$ cat src/rtl/alu_pkg.sv
// Shared control-field encodings for the register-fed ALU.
// Assumes the control word is split 2+3+2 bits, most significant field first.
package alu_pkg;
    typedef enum logic [1:0] {
        SEL_XY = 2'b00,
        SEL_X0 = 2'b01,
        SEL_Y0 = 2'b10,
        SEL_YX = 2'b11
    } opsel_e;

    typedef enum logic [2:0] {
        FN_ADD  = 3'b000,
        FN_SUB  = 3'b001,
        FN_RSUB = 3'b010,
        FN_OR   = 3'b011,
        FN_AND  = 3'b100,
        FN_ANDN = 3'b101,
        FN_XOR  = 3'b110,
        FN_XNOR = 3'b111
    } func_e;

    typedef enum logic [1:0] {
        SH_PASS = 2'b00,
        SH_HALF = 2'b01,
        SH_DBL  = 2'b10,
        SH_HOLD = 2'b11
    } shift_e;
endpackage

$ cat src/rtl/operand_mux.sv
// Routes X, Y or zero onto the two operand buses.
// Assumes the select comes straight from the routing field; purely combinational.
module operand_mux
    import alu_pkg::*;
#(
    parameter int W = 8
) (
    input  opsel_e         sel,
    input  logic [W-1:0]   x,
    input  logic [W-1:0]   y,
    output logic [W-1:0]   bus_a,
    output logic [W-1:0]   bus_b
);
    // Choose the source of each bus
    always_comb begin
        case (sel)
            SEL_XY:  begin bus_a = x; bus_b = y;      end
            SEL_X0:  begin bus_a = x; bus_b = '0;     end
            SEL_Y0:  begin bus_a = y; bus_b = '0;     end
            default: begin bus_a = y; bus_b = x;      end
        endcase
    end
endmodule

$ cat src/rtl/func_unit.sv
// Eight-function arithmetic/logic unit on two W-bit buses.
// Subtractions are done as addition of the inverted operand plus cin.
// Carry and overflow are valid only for the three arithmetic codes, else 0.
// Assumes W >= 2.
module func_unit
    import alu_pkg::*;
#(
    parameter int W = 8
) (
    input  func_e          fn,
    input  logic [W-1:0]   bus_a,
    input  logic [W-1:0]   bus_b,
    input  logic           cin,
    output logic [W-1:0]   res,
    output logic           cout,
    output logic           ovf
);
    localparam int LOW = W - 1;

    logic [W-1:0] add_p, add_q;
    logic [W-1:0] low_sum;
    logic [1:0]   top_sum;
    logic         c_into_msb;
    logic [W-1:0] sum;
    logic         is_arith;

    // Pick adder operands for add, subtract and reverse subtract
    always_comb begin
        case (fn)
            FN_SUB:  begin add_p = bus_a; add_q = ~bus_b; end
            FN_RSUB: begin add_p = bus_b; add_q = ~bus_a; end
            default: begin add_p = bus_a; add_q = bus_b;  end
        endcase
    end

    // Split adder: low bits, then the sign bit, to expose both carries
    always_comb begin
        low_sum    = {1'b0, add_p[LOW-1:0]} + {1'b0, add_q[LOW-1:0]}
                   + {{(W-1){1'b0}}, cin};
        c_into_msb = low_sum[LOW];
        top_sum    = {1'b0, add_p[W-1]} + {1'b0, add_q[W-1]} + {1'b0, c_into_msb};
        sum        = {top_sum[0], low_sum[LOW-1:0]};
    end

    assign is_arith = (fn == FN_ADD) || (fn == FN_SUB) || (fn == FN_RSUB);

    // Select the result and qualify the arithmetic flags
    always_comb begin
        case (fn)
            FN_OR:   res = bus_a | bus_b;
            FN_AND:  res = bus_a & bus_b;
            FN_ANDN: res = ~bus_a & bus_b;
            FN_XOR:  res = bus_a ^ bus_b;
            FN_XNOR: res = ~(bus_a ^ bus_b);
            default: res = sum;
        endcase
        cout = is_arith & top_sum[1];
        ovf  = is_arith & (top_sum[1] ^ c_into_msb);
    end
endmodule

$ cat src/rtl/shift_stage.sv
// Post-ALU stage: pass, arithmetic halve or double.
// The hold code is resolved by the Z register's load enable; here it passes.
module shift_stage
    import alu_pkg::*;
#(
    parameter int W = 8
) (
    input  shift_e         mode,
    input  logic [W-1:0]   din,
    output logic [W-1:0]   dout
);
    // Apply the requested one-place shift
    always_comb begin
        case (mode)
            SH_HALF: dout = {din[W-1], din[W-1:1]};
            SH_DBL:  dout = {din[W-2:0], 1'b0};
            default: dout = din;
        endcase
    end
endmodule

$ cat src/rtl/mc_shift_alu.sv
// Top: operand registers, routing, function unit, shift stage, Z register.
// Flags are combinational and describe the pre-shift result.
// Synchronous active-low reset clears X, Y and Z.
module mc_shift_alu
    import alu_pkg::*;
#(
    parameter int W = 8
) (
    input  logic           clk,
    input  logic           rst_n,
    input  logic [W-1:0]   x_in,
    input  logic [W-1:0]   y_in,
    input  logic           x_load,
    input  logic           y_load,
    input  logic [6:0]     ctrl,
    input  logic           cin,
    input  logic           z_en,
    output logic [W-1:0]   z_out,
    output logic           flag_zero,
    output logic           flag_sign,
    output logic           flag_overflow,
    output logic           flag_carry
);
    logic [W-1:0] x_q, y_q, z_q;
    logic [W-1:0] bus_a, bus_b, alu3, shifted;
    opsel_e       sel;
    func_e        fn;
    shift_e       sh;
    logic         z_load;

    assign sel = opsel_e'(ctrl[6:5]);
    assign fn  = func_e'(ctrl[4:2]);
    assign sh  = shift_e'(ctrl[1:0]);

    operand_mux #(.W(W)) u_mux (
        .sel(sel), .x(x_q), .y(y_q), .bus_a(bus_a), .bus_b(bus_b)
    );

    func_unit #(.W(W)) u_fn (
        .fn(fn), .bus_a(bus_a), .bus_b(bus_b), .cin(cin),
        .res(alu3), .cout(flag_carry), .ovf(flag_overflow)
    );

    shift_stage #(.W(W)) u_sh (
        .mode(sh), .din(alu3), .dout(shifted)
    );

    assign z_load = z_en && (sh != SH_HOLD);

    // Operand registers with independent load enables
    always_ff @(posedge clk) begin
        if (!rst_n) begin
            x_q <= '0;
            y_q <= '0;
        end else begin
            if (x_load) x_q <= x_in;
            if (y_load) y_q <= y_in;
        end
    end

    // Result register, written unless disabled or holding
    always_ff @(posedge clk) begin
        if (!rst_n)      z_q <= '0;
        else if (z_load) z_q <= shifted;
    end

    assign z_out     = z_q;
    assign flag_zero = (alu3 == '0);
    assign flag_sign = alu3[W-1];
endmodule

$ cat config.mk
export PLATFORM = sky130hd
export DESIGN_NAME = mc_shift_alu
export DESIGN_NICKNAME = d
export VERILOG_FILES = /design/src/rtl/alu_pkg.sv /design/src/rtl/operand_mux.sv /design/src/rtl/func_unit.sv /design/src/rtl/shift_stage.sv /design/src/rtl/mc_shift_alu.sv
export SDC_FILE = /design/constraint.sdc
export NUM_CORES = 1
export LEC_CHECK = 0
export BUFFER_PORTS_ARGS = -buffer_cell sky130_fd_sc_hd__clkbuf_2
export CORE_MARGIN = 2
export CORE_UTILIZATION = 60
export DETAILED_ROUTE_END_ITERATION = 10
export HOLD_SLACK_MARGIN = 0.1
export PLACE_DENSITY = 0.84
export SETUP_SLACK_MARGIN = 0.05
export SLEW_MARGIN = 25
export SYNTH_ARGS = -nofsm -noshare
export SYNTH_HDL_FRONTEND = slang
export SYNTH_SLANG_ARGS = --single-unit
$ cat constraint.sdc
create_clock -name clk -period 6.7 [get_ports clk]
set_input_delay 0.335 -clock clk [delete_from_list [all_inputs] [get_ports clk]]
set_output_delay 0.335 -clock clk [all_outputs]
set_load 0.005 [all_outputs]
# After elaboration in Yosys (flattened, before gate mapping)
# Cells that the tools add are included.
# classes
n_reduce_logical,8
bitwise_logic,10
n_mux,6
eq_ne,12
n_addsub,4
# op_table
operator,n
one-hot mux 8 bit (2 select lines),3
one-hot mux 8 bit (5 select lines),1
NOT 8 bit,3
bitwise AND 8 bit,2
2-to-1 mux 8 bit,2
"== test 3 bit, second input constant",4
adder 7 x 7 -> 8 bit,1
adder 8 x 1 -> 8 bit,1
logical NOT 8 bit,1
bitwise OR 8 bit,1
bitwise XOR 8 bit,1
"== test 3 x 2 -> 1 bit, second input constant",2
"== test 2 x 1 -> 1 bit, second input constant",2
"== test 2 bit, second input constant",2
OR reduction 2 bit,2
"== test 3 x 1 -> 1 bit, second input constant",1
logical NOT 3 bit,1
adder 1 x 1 -> 2 bit,1
adder 2 x 1 -> 2 bit,1
bitwise AND 1 bit,2
logical NOT 2 bit,1
logical OR 1 bit,2
"!= test 2 bit, second input constant",1
logical AND 1 bit,1
bitwise XOR 1 bit,1
# word_totals
elab_cells,43
output_inout_bits,12
regBits,24

# Logic depth before layout (Yosys ltp)
# logic_depth
depth_word,10
depth_mapped,19
depth_no_buf,17

# Hierarchy
# From an unflattened synthesis, not the netlist that was laid out.
# hier_totals
cells_unflattened,337
area_unflattened_um2,2640.0
# by_module_without_submodules
mod,area_each_um2,cells_each,seq_area_each_um2,instances
func_unit,1336.3,197,0.0,1
mc_shift_alu,934.6,90,480.5,1
operand_mux,197.7,20,0.0,1
shift_stage,171.4,30,0.0,1

# Worst setup path after synthesis
# Ideal clock, no wire load.
# synth_path
kind,input port to output port
startpoint,in ctrl[2]
endpoint,out flag_zero
cell_stages,16
arrival_time_ns,3.711
n_path_buf,3
setup_slack_ns,2.654
required_ns,6.365
path_cell_list,buf_6 > inv_2 > buf_2 > and3_1 > clkbuf_1 > o21ai_0 > fa_1 > nand2b_1 > a21oi_1 > o21ai_0 > a21oi_1 > fa_1 > nand2_1 > o311ai_1 > nand2b_1 > nor4_2
# synth_between
elab_chain_len,7
elab_cells_between_ends,15
# synth_rtl
item,line,text
from (decl),mc_shift_alu.sv:15,"input logic [6:0] ctrl,"
== test 3 x 2 -> 1 bit or == test 3 x 1 -> 1 bit (tied branches),func_unit.sv:29,case (fn)
one-hot mux 8 bit (2 select lines) or 2-to-1 mux 8 bit (tied branches),func_unit.sv:29,
adder 7 x 7 -> 8 bit,func_unit.sv:38,"low_sum = {1'b0, add_p[LOW-1:0]} + {1'b0, add_q[LOW-1:0]}"
adder 8 x 1 -> 8 bit,func_unit.sv:39,"+ {{(W-1){1'b0}}, cin};"
adder 2 x 1 -> 2 bit,func_unit.sv:41,"top_sum = {1'b0, add_p[W-1]} + {1'b0, add_q[W-1]} + {1'b0, c_into_msb};"
one-hot mux 8 bit (5 select lines) *,func_unit.sv:49,case (fn)
net flag_sign,mc_shift_alu.sv:20,"output logic flag_sign,"
logical NOT 8 bit *,mc_shift_alu.sv:68,assign flag_zero = (alu3 == '0);
to (decl),mc_shift_alu.sv:19,"output logic flag_zero,"
# Mark *: on every way through the listed nets, which the timed path passes. The rest lies on a longest branch.

# Final worst setup path
# layout_path
startpoint,in ctrl[4]
endpoint,out flag_zero
# layout_between
elab_chain_len,7
elab_cells_between_ends,15
# layout_rtl
item,line
== test 3 x 2 -> 1 bit or == test 3 x 1 -> 1 bit (tied branches),func_unit.sv:29
one-hot mux 8 bit (2 select lines) or 2-to-1 mux 8 bit (tied branches),func_unit.sv:29
adder 7 x 7 -> 8 bit,func_unit.sv:38
adder 8 x 1 -> 8 bit,func_unit.sv:39
adder 2 x 1 -> 2 bit,func_unit.sv:41
one-hot mux 8 bit (5 select lines) *,func_unit.sv:49
logical NOT 8 bit *,mc_shift_alu.sv:68
# Every way passes the cells marked *; elsewhere a longest branch is shown, timed or not.

==> impl_metrics.ini <==
[run_status]
outcome = complete, no violations

[sta]
worst_pin_slew_ns = 0.761
holdWs_ns = 0.327
period_share = 0.713
fmaxAchievable_mhz = 209
relSlewSlack = 0.489
grt_setup_unrepaired = no
layout_min_cycle_time_ns = 4.78
tns_ns = 0
setup_viol = 0
slew_viol_final = 0
finalHoldViolCount = 0
finClkSkew_ns = 0.00280

[detailed_routing]
drt_iter0_markers = 233
final_antenna_net_count = 0
firstDrtPassIters = 4
drc = 0
dr_total_vias = 2551
wire_per_inst_um = 16.8
routed_wl_um = 6820
viasPerCell = 6.28

[grt]
grt_max_degree = 44
grt_pass1_vias = 2445
track_usage = 0.277
overflow = 0
grt_pass1_wl_um = 11400
antenna_found_initial = 0

[place]
hpwl_um = 5150
portBuffers = 40
gp_congestion = 0.952
dp_cells = 402

[synth]
synth-edff-count = 0
synthCells = 332
synthXorXnorAreaFrac = 0.0359
avgSynthCellArea_um2 = 8.08
synthAdderAreaFrac = 0.102
synth.area.top_cells = dfxtp_1 18%, mux2i_1 13%, ha_1 7.9%
synth_mux_area_frac = 0.139
synth_top_family_by_area = compound AO/OA/AOI/OAI gates
synth_top_area_frac = 0.179
ys.flop_type = dfxtp_1
synth_compound_area_frac = 0.248
async_flop_share = 0
ys_ff_latch = 24
syn_area_um2 = 2680
yosysWarnings = 0
synth-seq-area-share = 0.179
synthSimpleGateAreaFrac = 0.238
synth_area_leader_cell = dfxtp_1
synth_nets = 381
ys_types = 53

[cts]
cts_root_buf = clkbuf_8
cts_tree = yes
clk_pin_slew_worst_paths_ns = 0.08
cts_buffer_depth = 2
cts_resized = 0
hold_buffers = 0
cts_setup_buffers = 0
htreeDepth = 1
cts_buffers = 3
clock_latency_ns = 0.26
clock_sinks = 24

[cells_and_area]
multi_input_area_um2 = 2050
fillers = 365
nets = 404
drive_gt1_frac = 0.172
num_antenna_cells = 0
most-common-layout-cells = 40 x clkbuf_2, 35 x mux2i_1, 31 x o21ai_0
stdcell_count = 406
final_common_cell = clkbuf_2
synthToLayoutAreaGrowth_pct = 7.84
final_util = 0.669
regArea_um2 = 480

[die]
start_util = 0.620
coreArea_um2 = 4320
die_area_um2 = 5020
ios = 41
die_w_um = 70.9
die_y_um = 70.9
rows = 24

[hold_path]
hold_path_end = x_q[6]$_SDFFE_PN0P_
min_path_cells = 3
hp-start = x_in[6]
min_path_type = primary input to flop

[worst_setup_path]
crit_fanout = 24
crit_required_ns = 6.36
critPathKind = primary input to output pin
end_kind = output pin
crit_arrival_ns = 4.44
reg2reg_slack_ns = 3.07
r2r_cells = 15
reg2reg_to = z_out[6]$_SDFFE_PN0P_
rr_startpoint = x_q[0]$_SDFFE_PN0P_
critPathLaunchType = primary input

[job]
maxCapViolCount = 0

[pwr]
leakage_uw = 0.00129
peakVddDrop_v = 0.000171
powerDensity_nw_per_um2 = 156
-- worst max-delay path by stage --
| stage | depth (start not counted) | startpoint | end |
|---|---|---|---|
| 2_1_floorplan | 16 | ctrl[2] | flag_zero |
| 3_3_place_gp | 15 | ctrl[4] | flag_zero |
| 3_5_place_dp | 15 | ctrl[4] | flag_zero |
| 4_1_cts | 15 | ctrl[4] | flag_zero |
| 5_1_grt | 15 | ctrl[4] | flag_zero |
| 6_report | 15 | ctrl[4] | flag_zero |
-- power by group --
| group | switching (µW) | internal [µW] | leakage, µW | total [µW] |
|---|---|---|---|---|
| Clock | 43.1 | 52.4 | 0.0000288 | 95.5 |
| Combinational | 114 | 81.3 | 0.00106 | 195 |
| Sequential | 8.85 | 153 | 0.000198 | 161 |
| Total | 165 | 286 | 0.00129 | 452 |
-- synth_stat cells (4+ instances only) --
library cell	instances
a21oi_1	17
a22oi_4	4
a31oi_1	5
and2_1	4
and3_1	4
buf_2	4
clkbuf_1	15
dfxtp_1	24
ha_1	17
inv_1	10
mux2i_1	35
nand2_1	26
nand2b_1	5
nand3_1	11
nand3b_1	6
nor2_1	15
nor2b_1	23
o21a_1	6
o21ai_0	31
o32ai_1	4
xnor2_1	10
-- sequential cells by signal, indices dropped and copies added (netlist names) --
signal,flops
y_q,8
x_q,8
z_out,8
-- critical path, stage by stage --
cell      delay [ns]
clkbuf_2        0.27
inv_1           0.53
and3_1          0.52
o21ai_0         0.17
fa_1            0.42
nand2b_1        0.18
a21oi_1         0.25
o21ai_0         0.15
a21oi_1         0.29
fa_1            0.44
nand2_1         0.07
o311ai_1        0.17
nand2b_1        0.21
nor4_2          0.29
clkbuf_2        0.15
-- through the flow --
stage | cell area (µm²) | setup slack (ns) | total power [µW]
floorplan | 2680 | 2.65 | 308
global placement | 2840 | 2.19 | 349
detailed placement | 2840 | 2.00 | 355
CTS | 2890 | 2.00 | 450
global route | 2890 | 1.51 | 484
finish | 2890 | 1.92 | 452
-- layer usage --
layer  vias to the layer above  track usage  wire (µm)
li1                       1257            -          -
met1                      1180        0.386       3050
met2                        95        0.447       3230
met3                        19       0.0142        313
met4                         0        0.122        217
met5                         -            0          0
-- logic make-up (layout without fill, tap and decap cells) --
kind of cell	count (synthesis)	after routing
simple gates	112	112
compound gates	94	94
mux	37	37
buf+inv	34	56
flops	24	24
fa+ha+maj	20	20
xor+xnor	11	11
-- final cells by class --
| cell class | count | share of cell area |
|---|---|---|
| Timing Repair Buffer | 40 | 0.0692 |
| Clock buffer | 4 | 0.0190 |
| Multi-Input combinational cell | 274 | 0.707 |
| Tap cell | 52 | 0.0225 |
| Sequential cell | 24 | 0.166 |
| Inverter | 12 | 0.0156 |
Note: power is estimated with default switching activity, not from simulation.
